$ cat src/rtl/fs_pkg.sv
package fs_pkg;

    typedef enum logic [0:0] {
        S_FILL = 1'b0,
        S_EXEC = 1'b1
    } fs_state_e;

    typedef enum logic [2:0] {
        NX_SEQ,
        NX_IRQ,
        NX_CALL,
        NX_RET,
        NX_GOTO
    } fs_next_e;

endpackage

$ cat src/rtl/fs_phase_ctr.sv
module fs_phase_ctr #(
    parameter int unsigned PHASES = 4
) (
    input  logic clk,
    input  logic rst_n,
    output logic cyc_en
);
    localparam int unsigned PW = (PHASES > 1) ? $clog2(PHASES) : 1;
    localparam logic [PW-1:0] LAST = PW'(PHASES - 1);

    logic [PW-1:0] phase_q;

    always_ff @(posedge clk) begin
        if (!rst_n)
            phase_q <= '0;
        else if (phase_q == LAST)
            phase_q <= '0;
        else
            phase_q <= phase_q + 1'b1;
    end

    assign cyc_en = (phase_q == LAST);


    cyc_gap_chk: assert property (@(posedge clk) disable iff (!rst_n)
        cyc_en |=> !cyc_en);

endmodule

$ cat src/rtl/fs_ret_stack.sv
module fs_ret_stack #(
    parameter int unsigned AW    = 15,
    parameter int unsigned DEPTH = 16
) (
    input  logic          clk,
    input  logic          rst_n,
    input  logic          push,
    input  logic          pop,
    input  logic [AW-1:0] push_data,
    output logic [AW-1:0] top_data,
    output logic          empty,
    output logic          ovf,
    output logic          unf
);
    localparam int unsigned PW = $clog2(DEPTH);
    localparam logic [PW-1:0] LAST = PW'(DEPTH - 1);

    logic [AW-1:0] slot [DEPTH];
    logic [PW-1:0] sp_q;
    logic [PW:0]   cnt_q;
    logic [PW-1:0] sp_inc, sp_dec;
    logic          full;

    assign full   = (cnt_q == (PW+1)'(DEPTH));
    assign empty  = (cnt_q == '0);
    assign sp_inc = (sp_q == LAST) ? '0 : sp_q + 1'b1;
    assign sp_dec = (sp_q == '0) ? LAST : sp_q - 1'b1;
    assign top_data = slot[sp_dec];

    always_ff @(posedge clk) begin
        if (push)
            slot[sp_q] <= push_data;
    end

    always_ff @(posedge clk) begin
        if (!rst_n) begin
            sp_q  <= '0;
            cnt_q <= '0;
            ovf   <= 1'b0;
            unf   <= 1'b0;
        end else if (push) begin
            sp_q <= sp_inc;
            if (full)
                ovf <= 1'b1;
            else
                cnt_q <= cnt_q + 1'b1;
        end else if (pop) begin
            if (empty) begin
                unf <= 1'b1;
            end else begin
                sp_q  <= sp_dec;
                cnt_q <= cnt_q - 1'b1;
            end
        end
    end


    full_push_chk: assert property (@(posedge clk) disable iff (!rst_n)
        (push && full) |=> (ovf && !empty));


    ovf_sticky_chk: assert property (@(posedge clk) disable iff (!rst_n)
        ovf |=> ovf);


    empty_pop_chk: assert property (@(posedge clk) disable iff (!rst_n)
        (pop && !push && empty) |=> (unf && empty));


    unf_sticky_chk: assert property (@(posedge clk) disable iff (!rst_n)
        unf |=> unf);

endmodule

$ cat src/rtl/fs_next_pc.sv
module fs_next_pc
    import fs_pkg::*;
#(
    parameter int unsigned AW        = 15,
    parameter int unsigned RESET_VEC = 0,
    parameter int unsigned IRQ_VEC   = 4
) (
    input  logic          exec_live,
    input  logic          call,
    input  logic          ret,
    input  logic          jump,
    input  logic          irq,
    input  logic [AW-1:0] pc,
    input  logic [AW-1:0] target,
    input  logic [AW-1:0] stk_top,
    input  logic          stk_empty,
    output logic [AW-1:0] next_pc,
    output logic          push,
    output logic          pop,
    output logic          redirect,
    output logic          take_irq
);
    fs_next_e sel;
    logic     any_flow;

    assign any_flow = exec_live & (call | ret | jump);
    assign take_irq = irq & ~any_flow;

    always_comb begin
        if (take_irq)
            sel = NX_IRQ;
        else if (exec_live && call)
            sel = NX_CALL;
        else if (exec_live && ret)
            sel = NX_RET;
        else if (exec_live && jump)
            sel = NX_GOTO;
        else
            sel = NX_SEQ;
    end

    always_comb begin
        next_pc  = pc + 1'b1;
        push     = 1'b0;
        pop      = 1'b0;
        redirect = 1'b1;
        unique case (sel)
            NX_SEQ: begin
                redirect = 1'b0;
            end
            NX_IRQ: begin
                next_pc = AW'(IRQ_VEC);
                push    = 1'b1;
            end
            NX_CALL: begin
                next_pc = target;
                push    = 1'b1;
            end
            NX_RET: begin
                next_pc = stk_empty ? AW'(RESET_VEC) : stk_top;
                pop     = 1'b1;
            end
            NX_GOTO: begin
                next_pc = target;
            end
            default: begin
                redirect = 1'b0;
            end
        endcase
    end

endmodule

$ cat src/rtl/fetch_sequencer.sv
module fetch_sequencer
    import fs_pkg::*;
#(
    parameter int unsigned ADDR_W      = 15,
    parameter int unsigned INSTR_W     = 14,
    parameter int unsigned STACK_DEPTH = 16,
    parameter int unsigned PHASES      = 4,
    parameter int unsigned RESET_VEC   = 0,
    parameter int unsigned IRQ_VEC     = 4
) (
    input  logic               clk,
    input  logic               rst_n,
    output logic [ADDR_W-1:0]  pmem_addr,
    input  logic [INSTR_W-1:0] pmem_rdata,
    output logic               cyc_en,
    output logic [INSTR_W-1:0] exec_instr,
    output logic               exec_valid,
    input  logic               flow_call,
    input  logic               flow_ret,
    input  logic               flow_goto,
    input  logic [ADDR_W-1:0]  flow_target,
    input  logic               irq_req,
    output logic               irq_ack,
    output logic               stk_overflow,
    output logic               stk_underflow
);
    fs_state_e          state_q, state_d;
    logic [ADDR_W-1:0]  pc_q, next_pc, stk_top;
    logic [INSTR_W-1:0] instr_q;
    logic               push, pop, redirect, take_irq, stk_empty;

    fs_phase_ctr #(.PHASES(PHASES)) u_phase (
        .clk    (clk),
        .rst_n  (rst_n),
        .cyc_en (cyc_en)
    );

    fs_next_pc #(
        .AW        (ADDR_W),
        .RESET_VEC (RESET_VEC),
        .IRQ_VEC   (IRQ_VEC)
    ) u_next (
        .exec_live (state_q == S_EXEC),
        .call      (flow_call),
        .ret       (flow_ret),
        .jump      (flow_goto),
        .irq       (irq_req),
        .pc        (pc_q),
        .target    (flow_target),
        .stk_top   (stk_top),
        .stk_empty (stk_empty),
        .next_pc   (next_pc),
        .push      (push),
        .pop       (pop),
        .redirect  (redirect),
        .take_irq  (take_irq)
    );

    fs_ret_stack #(.AW(ADDR_W), .DEPTH(STACK_DEPTH)) u_stack (
        .clk       (clk),
        .rst_n     (rst_n),
        .push      (cyc_en & push),
        .pop       (cyc_en & pop),
        .push_data (pc_q),
        .top_data  (stk_top),
        .empty     (stk_empty),
        .ovf       (stk_overflow),
        .unf       (stk_underflow)
    );

    // State register
    always_ff @(posedge clk) begin
        if (!rst_n)
            state_q <= S_FILL;
        else
            state_q <= state_d;
    end

    // Transitions, taken only on the last clock of an instruction cycle
    always_comb begin
        state_d = state_q;
        if (cyc_en) begin
            unique case (state_q)
                S_FILL: state_d = redirect ? S_FILL : S_EXEC;
                S_EXEC: state_d = redirect ? S_FILL : S_EXEC;
                default: state_d = S_FILL;
            endcase
        end
    end

    // Program counter and execute register
    always_ff @(posedge clk) begin
        if (!rst_n) begin
            pc_q    <= ADDR_W'(RESET_VEC);
            instr_q <= '0;
        end else if (cyc_en) begin
            pc_q    <= next_pc;
            instr_q <= redirect ? '0 : pmem_rdata;
        end
    end

    assign pmem_addr  = pc_q;
    assign exec_instr = instr_q;
    assign exec_valid = (state_q == S_EXEC);
    assign irq_ack    = cyc_en & take_irq;


    addr_hold_chk: assert property (@(posedge clk) disable iff (!rst_n)
        !cyc_en |=> $stable(pmem_addr));


    call_flush_chk: assert property (@(posedge clk) disable iff (!rst_n)
        (cyc_en && exec_valid && flow_call) |=> (!exec_valid && exec_instr == '0));


    fill_ignore_chk: assert property (@(posedge clk) disable iff (!rst_n)
        (cyc_en && !exec_valid && !irq_req) |=> exec_valid);


    irq_vector_chk: assert property (@(posedge clk) disable iff (!rst_n)
        irq_ack |=> (pmem_addr == ADDR_W'(IRQ_VEC) && !exec_valid));

endmodule

$ cat config.mk
export PLATFORM = sky130hd
export DESIGN_NAME = fetch_sequencer
export DESIGN_NICKNAME = d
export VERILOG_FILES = /design/src/rtl/fs_pkg.sv /design/src/rtl/fs_phase_ctr.sv /design/src/rtl/fs_ret_stack.sv /design/src/rtl/fs_next_pc.sv /design/src/rtl/fetch_sequencer.sv
export SDC_FILE = /design/constraint.sdc
export NUM_CORES = 1
export LEC_CHECK = 0
export BUFFER_PORTS_ARGS = -buffer_cell sky130_fd_sc_hd__buf_2
export CAP_MARGIN = 15
export CORE_MARGIN = 1
export CORE_UTILIZATION = 65
export DETAILED_ROUTE_END_ITERATION = 12
export HOLD_SLACK_MARGIN = 0.1
export PLACE_DENSITY = 0.84
export SLEW_MARGIN = 20
export SYNTH_ARGS = -nofsm -noshare
export SYNTH_HDL_FRONTEND = slang
export SYNTH_SLANG_ARGS = --single-unit
$ cat constraint.sdc
create_clock -name clk -period 4.9 [get_ports clk]
set_clock_uncertainty 0.05 [all_clocks]
set_input_delay 0.98 -clock clk [delete_from_list [all_inputs] [get_ports clk]]
set_output_delay 0.98 -clock clk [all_outputs]
set_load 0.005 [all_outputs]
* Yosys cells after proc, flatten, opt, wreduce, memory -nomap -nowiden *
Memory sizes are Yosys's and may differ from the RTL's.
Index checks and enable logic that the tools add are counted.

word-level totals
  register bits = 43
  RAM bits = 240
  output and inout port bits = 34
  word-level logic and storage cells = 70
  memories = 1

cells by class
  add/sub/neg operators = 6
  equality and inequality tests = 9
  multiplexer cells = 22
  bitwise logic cells = 10
  reduce and logical (&&, ||, !) cells = 14

memories
  name          words  width  rd ports  clocked after Yosys merged registers in  write ports  line                text
  u_stack.slot  16     15     1         0                                        1            fs_ret_stack.sv:18  logic [AW-1:0] slot [DEPTH];

operator list
  kind                                                                 count
  15-bit one-hot mux with 3 select lines                               1
  4-bit 2-to-1 mux                                                     5
  5-bit 2-to-1 mux                                                     4
  15-bit by 1-bit adder with 15-bit output (second input constant)     1
  15-bit 2-to-1 mux                                                    1
  14-bit 2-to-1 mux                                                    1
  3-bit 2-to-1 mux                                                     4
  3-bit by 2-bit == test with 1-bit output (second input constant)     2
  1-bit 2-to-1 mux                                                     6
  3-bit AND reduction                                                  2
  2-bit OR reduction                                                   3
  5-bit by 1-bit adder with 5-bit output (second input constant)       1
  1-bit bitwise AND                                                    5
  5-bit == test (second input constant)                                1
  5-bit zero test                                                      1
  5-bit by 1-bit subtractor with 5-bit output (second input constant)  1
  4-bit by 1-bit adder with 4-bit output (second input constant)       1
  4-bit == test (second input constant)                                1
  4-bit zero test                                                      1
  2-bit AND reduction                                                  2
  4-bit OR reduction                                                   1
  4-bit by 1-bit subtractor with 4-bit output (second input constant)  1
  3-bit by 1-bit == test with 1-bit output (second input constant)     1
  3-bit == test (second input constant)                                1
  other kinds (8)                                                      13

* Depth between registers and ports, before layout *
Gate-level depths: netlist of run 1.

  depth in word-level cells = 12
  mapped depth = 13
  depth with buffers taken out = 11

* Hierarchy *
Synthesis of run 1 repeated with hierarchy kept, for this count alone.

second synthesis, totals
  cells, all modules = 834
  area, all modules = 11916.4 µm²

modules (own cells, without submodules)
  module           times used  cells an instance  area an instance (µm²)
  fs_ret_stack     1           631                10070.9
  fetch_sequencer  1           118                1201.2
  fs_next_pc       1           80                 570.5
  fs_phase_ctr     1           5                  73.8

* Least setup slack after synthesis of run 1 *
No wires, ideal clock.

  kind = input-to-reg
  start point = input flow_goto
  end point = memory u_stack.slot[11][0], enable pin
  library setup time = 0.386 ns
  arrival = 2.672 ns
  data required time = 4.464 ns
  setup slack = 1.792 ns
  stages on the path = 7
  buffers on the path = 1
  cells stage by stage = o21ai_0 > a22o_1 > nand2_1 > inv_1 > clkbuf_1 > nand2_1 > nor2_1

on the way
  cells in the longest elaborated chain, start to end = 11

RTL lines
  item                                                                                                  line                                text
  from (decl)                                                                                           fetch_sequencer.sv:20               input logic flow_goto,
  1-bit logical AND or 1-bit bitwise OR (tied branches)                                                 fs_next_pc.sv:36, fs_next_pc.sv:26
  3-bit 2-to-1 mux or 1-bit bitwise AND (tied branches)                                                 fs_next_pc.sv:36, fs_next_pc.sv:26
  3-bit 2-to-1 mux or 1-bit inverter (tied branches)                                                    fs_next_pc.sv:34, fs_next_pc.sv:27
  3-bit 2-to-1 mux or 1-bit bitwise AND (tied branches)                                                 fs_next_pc.sv:32, fs_next_pc.sv:27
  3-bit 2-to-1 mux *                                                                                    fs_next_pc.sv:30                    if (take_irq)
  3-bit by 1-bit == test with 1-bit output or 3-bit by 2-bit == test with 1-bit output (tied branches)  fs_next_pc.sv:47                    unique case (sel)
  2-bit OR reduction (no line) *                                                                        n/a
  1-bit 2-to-1 mux *                                                                                    fs_next_pc.sv:47
  1-bit bitwise AND *                                                                                   fetch_sequencer.sv:62               .push (cyc_en & push),
  1-bit 2-to-1 mux *                                                                                    fs_ret_stack.sv:31                  if (push)
  1-bit 2-to-1 mux (implied by the code) *                                                              fs_ret_stack.sv:32                  slot[sp_q] <= push_data;
  to (decl)                                                                                             fs_ret_stack.sv:18

Every way passes the cells marked *; elsewhere a longest branch is shown, timed or not.

* Worst setup path after layout of run 1 *
  start point = register u_stack.sp_q[0]
  end point = register pc_q[13], in the netlist pmem_addr[13]

on the way
  cells in the longest elaborated chain, start to end = 5

RTL lines
  item                                                                            line                   text
  from (decl)                                                                     fs_ret_stack.sv:19     logic [PW-1:0] sp_q;
  from (signal assigned)                                                          fs_ret_stack.sv:42     sp_q <= sp_inc;
  from (signal assigned)                                                          fs_ret_stack.sv:51     sp_q <= sp_dec;
  4-bit by 1-bit subtractor with 4-bit output or 4-bit zero test (tied branches)  fs_ret_stack.sv:27     assign sp_dec = (sp_q == '0) ? LAST : sp_q - 1'b1;
  4-bit 2-to-1 mux *                                                              fs_ret_stack.sv:27
  memory 16 x 15 bit *                                                            n/a
  15-bit 2-to-1 mux *                                                             fs_next_pc.sv:60       next_pc = stk_empty ? AW'(RESET_VEC) : stk_top;
  15-bit one-hot mux with 3 select lines *                                        fs_next_pc.sv:47
  to (signal assigned)                                                            fetch_sequencer.sv:94  pc_q <= ADDR_W'(RESET_VEC);
  to (signal assigned)                                                            fetch_sequencer.sv:97  pc_q <= next_pc;
  to (decl)                                                                       fetch_sequencer.sv:28  logic [ADDR_W-1:0] pc_q, next_pc, stk_top;

Marks and branches as above.
A chain may end at the register's enable or synchronous reset.

==> results of run 1 <==
## cells in the final DEF, fill, tap and decap left out, types with 18 or more instances in the layout
cell type  Yosys  final
edfxtp_1     240    240
dfxtp_1       43     43
clkbuf_16      0     27
mux2i_1       30     30
mux4_2        28     28
buf_2          3     68
a21oi_1       28     28
nand2_1       43     43
nor2_1        50     50
a22o_1        20     20
buf_4          1     31
o21ai_0       18     18
## worst min-delay path by stage
stage                               endpoint  slack [ns]  depth (start not counted)
4_1_cts        u_phase.phase_q[0]$_SDFF_PP0_        0.38                          1
6_report       u_phase.phase_q[0]$_SDFF_PP0_        0.38                          1
5_1_grt        u_phase.phase_q[0]$_SDFF_PP0_        0.40                          1
3_5_place_dp   u_phase.phase_q[0]$_SDFF_PP0_        0.37                          1
3_3_place_gp   u_phase.phase_q[0]$_SDFF_PP0_        0.37                          1
2_1_floorplan  u_phase.phase_q[0]$_SDFF_PP0_        0.35                          1
## sequential cells by signal (all words and copies together) (netlist names)
signal / count
u_stack.cnt_q: 5
exec_valid: 1
u_stack.sp_q: 4
pmem_addr: 15
u_stack.slot: 240
exec_instr: 14
u_phase.phase_q: 2
u_stack.ovf: 1
u_stack.unf: 1
## power breakdown
part | switching [mW] | internal [mW] | leakage, nW | total [mW]
clock network | 0.842 | 1.14 | 0.409 | 1.98
logic | 0.129 | 0.0766 | 1.69 | 0.206
registers | 0.0387 | 2.64 | 2.39 | 2.68
total | 1.01 | 3.85 | 4.49 | 4.86
## kinds of logic (layout without fill, tap and decap cells)
kind of cell | Yosys count | in the layout
compound gates | 147 | 147
buf+inv | 51 | 164
simple gates | 157 | 157
xor+xnor | 17 | 17
flops | 283 | 283
mux | 75 | 75
fa+ha+maj | 12 | 12
## through the flow
stage               instances  hold WS [ns]  power [mW]
CTS                      1080         0.383        4.86
finish                   1080         0.380        4.86
global route             1080         0.399        4.98
detailed placement       1030         0.374        2.93
global placement         1030         0.366        2.92
floorplan                 742         0.354        2.83
## critical path: cells and delay by family, from the launching register on
family                   cells  cell delay (ns)
adder cells (fa/ha/maj)      1             0.34
buffers and inverters        2             0.57
AND/OR/NAND/NOR              1             0.15
AO/OA/AOI/OAI                4             1.63
flip-flops                   1             0.74
## final cells by class
| class | instances | area [sq um] | area share |
|---|---|---|---|
| clock buffer | 44 | 779 | 0.0592 |
| tap | 225 | 282 | 0.0214 |
| clock inverter | 6 | 57.6 | 0.00437 |
| inverter | 14 | 52.6 | 0.00399 |
| timing repair buffer | 100 | 593 | 0.0450 |
| sequential | 283 | 8070 | 0.612 |
| multi-input combinational | 408 | 3340 | 0.254 |
## routing by layer
| metal | vias up | wire length, microns |
|---|---|---|
| met1 | 3676 | 11000 |
| met5 | - | 0 |
| met3 | 105 | 3690 |
| met2 | 667 | 13800 |
| met4 | 0 | 1310 |
| li1 | 3113 | - |
==> out/metrics.csv, run 1 <==
metric;value;unit
synthSimpleGateAreaFrac;0.0646;
yosysSeqAreaShare;0.692;
yosysTopAreaCell;edfxtp_1;
timing.slew.headroom;0.227;
worst_ep_arrival_time;3.98;ns
final_util;0.756;
finalNetCount;881;
worst_setup_path_end_kind;flop;
synth_cell_types;63;
synth_area;11700;sq um
synth_area_leaders;edfxtp_1 (62%), dfxtp_1 (7.4%), mux4_2 (5.4%);
grt_use_total;0.336;
worstHoldStart;u_phase.phase_q[0]$_SDFF_PP0_;
die_area;18500;sq um
synthAdderAreaFrac;0.0135;
fin_crit;3.59;ns
synthCells;742;
place_congestion;0.939;
clockBufferDepth;3;
final_layout_size_suffix_gt1_frac;0.222;
synthXorXnorAreaFrac;0.0128;
irDropWorstVdd;299;uV
synth_edf_count;240;
n_antenna_cell;0;
place_hpwl;17.9;mm
worstSetupPathType;reg2reg;
core-area;17400;sq um
powerDensity;369;nW/um^2
rsz0062_at_grt;false;
crit_path_top_delay_cell;a21oi_1;
drv_slew;0;
cellLeakagePower;4.49;nW
start_util;0.669;
met1_usage;0.478;
routedWlPerCell;27.5;microns
rows;48;
yosys_register_bits;283;
areaGrowthSynthToFinish;13.1;%
dr.first_iter.drc_count;1121;
synth_compound_area_frac;0.0889;
postSynth.asyncResetShare;0;
clock_latency;0.54;ns
dpl_cell_area;12300;sq um
hp-class;reg2reg;
clkTransAtPathRegs;0.06;ns
synth_common_cells;edfxtp_1 (240), nor2_1 (50), dfxtp_1 (43), nand2_1 (43), mux2i_1 (30);
run_status;finished clean;
yosysTopAreaCellShare;0.619;
ctsHoldBuffers;0;
die_h;136;microns
cp_data_required_time;5.30;ns
grt_max_degree;49;
fill_cells;1013;
fin_setup_tns;0;ns
h-tree-depth;1;
grt_pass1_wl;44.6;mm
routed_wl;29.7;mm
die_w;136;microns
yosys_warnings;0;
syn_avg_cell_area;15.7;sq um
viasPerCell;7.00;
io_pins;69;
cts_tree;yes;
port_buffers;68;
r2r_end;pmem_addr[13]$_SDFFE_PN0P_;
final_antenna_net_count;0;
cts.repair.resized;0;
synth_nets;789;
synthMuxAreaShare;0.107;
post-cts-setup-buffers;0;
antenna_found_initial;0;
synth_top_family_by_area;multiplexers;
finish.instance_area;13200;sq um
busiest_layer;met2;
cts_root_buf;clkbuf_16;
place_ws;1.35;ns
crit_fanout;39;
gr-usage-met3;0.0675;
synthFlopType;edfxtp_1;
drc_errors;0;
critPathMaxStageDelay;0.97;ns
fmax;279;MHz
final.period_utilization;0.732;
critPathLaunchType;flop;
drt_pass1_iterations;6;
setup_ws;1.31;ns
cts-buffers-inserted;27;
grt_overflow;0;
grt_pass1_vias;7363;
cts_sinks;283;
worst_pin_slew;1.16;ns
crit_start;u_stack.sp_q[0]$_SDFFE_PN0P_;
regToRegSetupSlack;1.31;ns
hold_viol_final;0;
setup_viol;0;
yosysMostFrequentCell;edfxtp_1;
r2r-start;u_stack.sp_q[0]$_SDFFE_PN0P_;
crit_chain;inv_1 > ha_2 > buf_4 > a21oi_1 > nand2_1 > a31oi_1 > o31ai_1 > a221oi_1;
vias;7561;
reg2reg_depth;8;
grt_util_met2;0.507;
cap_violations;0;
crit_end;pmem_addr[13]$_SDFFE_PN0P_;
No activity file was read; power rests on OpenSTA's default activity.
==> run 2, diff against run 1 <==
CORE_UTILIZATION = 55   (was 65)
PLACE_DENSITY = 0.76   (was 0.84)
clock period = 3.26 ns   (was 4.9 ns; I/O delays follow)
==> out/metrics.csv, run 2 (synthesized netlist as in run 1, its figures left out) <==
metric;value;unit
clockBufferDepth;3;
hold_viol_final;0;
worst_pin_slew;0.770;ns
worst_setup_path_end_kind;flop;
top_register;u_stack.slot;
final_antenna_net_count;0;
core-area;20500;sq um
dr.first_iter.drc_count;793;
setup_ws;0.289;ns
clock_latency;0.57;ns
final_cell_mix;edfxtp_1 (240), buf_2 (68), nor2_1 (49);
cap_violations;0;
cp_data_required_time;3.64;ns
setup_viol;0;
die_w;148;microns
cts_root_buf;clkbuf_16;
areaGrowthSynthToFinish;17.0;%
viasPerCell;6.41;
ctsHoldBuffers;0;
vias;7354;
drc_errors;0;
final_layout_size_suffix_gt1_frac;0.256;
drt_pass1_iterations;7;
grt_overflow;0;
cts_sinks;283;
wl_met2;14.3;mm
critPathMaxStageDelay;0.54;ns
layout_commonest_cell;edfxtp_1;
cts-buffers-inserted;28;
io_pins;69;
r2r-start;u_stack.sp_q[1]$_SDFFE_PN0P_;
routed_wl;29.9;mm
cellLeakagePower;4.71;nW
powerDensity;580;nW/um^2
grt_max_degree;42;
post-cts-setup-buffers;0;
crit_path_top_delay_cell;mux4_2;
timing.slew.headroom;0.487;
clkTransAtPathRegs;0.07;ns
cts_tree;yes;
start_util;0.568;
crit_fanout;19;
port_buffers;68;
die_area;21800;sq um
finalNetCount;903;
worstHoldPathCells;2;
worstHoldStart;pmem_rdata[0];
regToRegSetupSlack;0.29;ns
reg2reg_depth;9;
cp_num_buf_inv;2;
worstSetupPathType;reg2reg;
fin_setup_tns;0;ns
grt_use_total;0.278;
routedLengthMet1;11.5;mm
crit_chain;inv_1 > ha_2 > or3b_4 > nand2_8 > buf_4 > mux4_2 > o22ai_1 > or3_1 > a41oi_1;
top_layer;met4;
fill_cells;1423;
place_congestion;0.897;
routedWlPerCell;26.1;microns
final.period_utilization;0.911;
h-tree-depth;1;
run_status;finished clean;
antenna_found_initial;0;
grt_pass1_vias;7354;
rows;52;
min_to;exec_instr[0]$_SDFFE_PN0P_;
rsz0062_at_grt;false;
place_hpwl;17.6;mm
die_h;148;microns
r2r_end;pmem_addr[5]$_SDFFE_PN0P_;
worst_ep_arrival_time;3.35;ns
drv_slew;0;
n_antenna_cell;0;
critPathLaunchType;flop;
grt_pass1_wl;44.6;mm
fmax;337;MHz
fin_crit;2.97;ns
irDropWorstVdd;489;uV
route.met3.wl;2.97;mm
cp_top_family;simple AND/OR/NAND/NOR gates;
place_ws;0.103;ns
largest_register_ffs;240;
hp-class;in2reg;
==> run 2: cell types whose count changed in the layout (fill, tap and decap cells not counted), moves of 2 or more <==
| cell | delta |
|---|---|
| buf_12 | +3 |
| buf_4 | +17 |
| bufinv_16 | +6 |
| clkbuf_1 | -13 |
| clkbuf_8 | -3 |
| clkinv_1 | +3 |
| clkinv_2 | +4 |
| clkinvlp_4 | +2 |
==> run 2: worst reg2reg max path, cell delays in order, from the launching register on <==
cell	delay (ns)
dfxtp_1	0.39
inv_1	0.18
ha_2	0.25
or3b_4	0.50
nand2_8	0.26
buf_4	0.32
mux4_2	0.54
o22ai_1	0.13
or3_1	0.13
a41oi_1	0.11
==> run 2: where the power goes <==
group / total, mW / internal [mW] / switching, mW
Combinational: 0.355 / 0.128 / 0.227
Clock: 3.57 / 2.16 / 1.41
Sequential: 3.98 / 3.96 / 0.0189
Total: 7.91 / 6.25 / 1.66
==> run 2: stage by stage <==
step / utilization / instance area (sq um) / cells / power (mW) / hold slack [ns]
CTS: 0.665 / 13600 / 1147 / 7.92 / 0.266
global placement: 0.614 / 12600 / 1095 / 4.39 / 0.364
finish: 0.665 / 13600 / 1148 / 7.91 / 0.276
floorplan: - / 11700 / 742 / 4.25 / 0.354
global route: 0.665 / 13600 / 1148 / 8.09 / 0.270
detailed placement: 0.614 / 12600 / 1095 / 4.41 / 0.371
==> run 2: timing repair <==
item	4_1_cts	5_1_grt
resized for setup	0	1
endpoints found under the setup margin	0	4
hold endpoints to repair	0	0
==> run 2: how the worst max path moves through the flow <==
stage / start / end / depth (start not counted)
floorplan: u_stack.sp_q[0]$_SDFFE_PN0P_ / pmem_addr[7]$_SDFFE_PN0P_ / 12
global placement: u_stack.sp_q[1]$_SDFFE_PN0P_ / pmem_addr[5]$_SDFFE_PN0P_ / 9
detailed placement: u_stack.sp_q[1]$_SDFFE_PN0P_ / pmem_addr[5]$_SDFFE_PN0P_ / 9
CTS: u_stack.sp_q[1]$_SDFFE_PN0P_ / pmem_addr[5]$_SDFFE_PN0P_ / 9
global route: u_stack.sp_q[1]$_SDFFE_PN0P_ / pmem_addr[13]$_SDFFE_PN0P_ / 9
finish: u_stack.sp_q[1]$_SDFFE_PN0P_ / pmem_addr[5]$_SDFFE_PN0P_ / 9
==> run 2: area by class of cell <==
| class | count | area, sq um | share of cell area |
|---|---|---|---|
| Tap cell | 270 | 338 | 0.0248 |
| Clock inverter | 23 | 323 | 0.0237 |
| Multi-Input combinational cell | 409 | 3360 | 0.246 |
| Inverter | 14 | 52.6 | 0.00385 |
| Sequential cell | 283 | 8070 | 0.592 |
| Timing Repair Buffer | 120 | 781 | 0.0573 |
| Clock buffer | 29 | 714 | 0.0524 |
==> run 2: metal layers <==
metal,vias to the layer above,track usage
met5,-,0
met4,0,0.109
met3,87,0.0590
met2,436,0.446
met1,3673,0.374
li1,3158,-
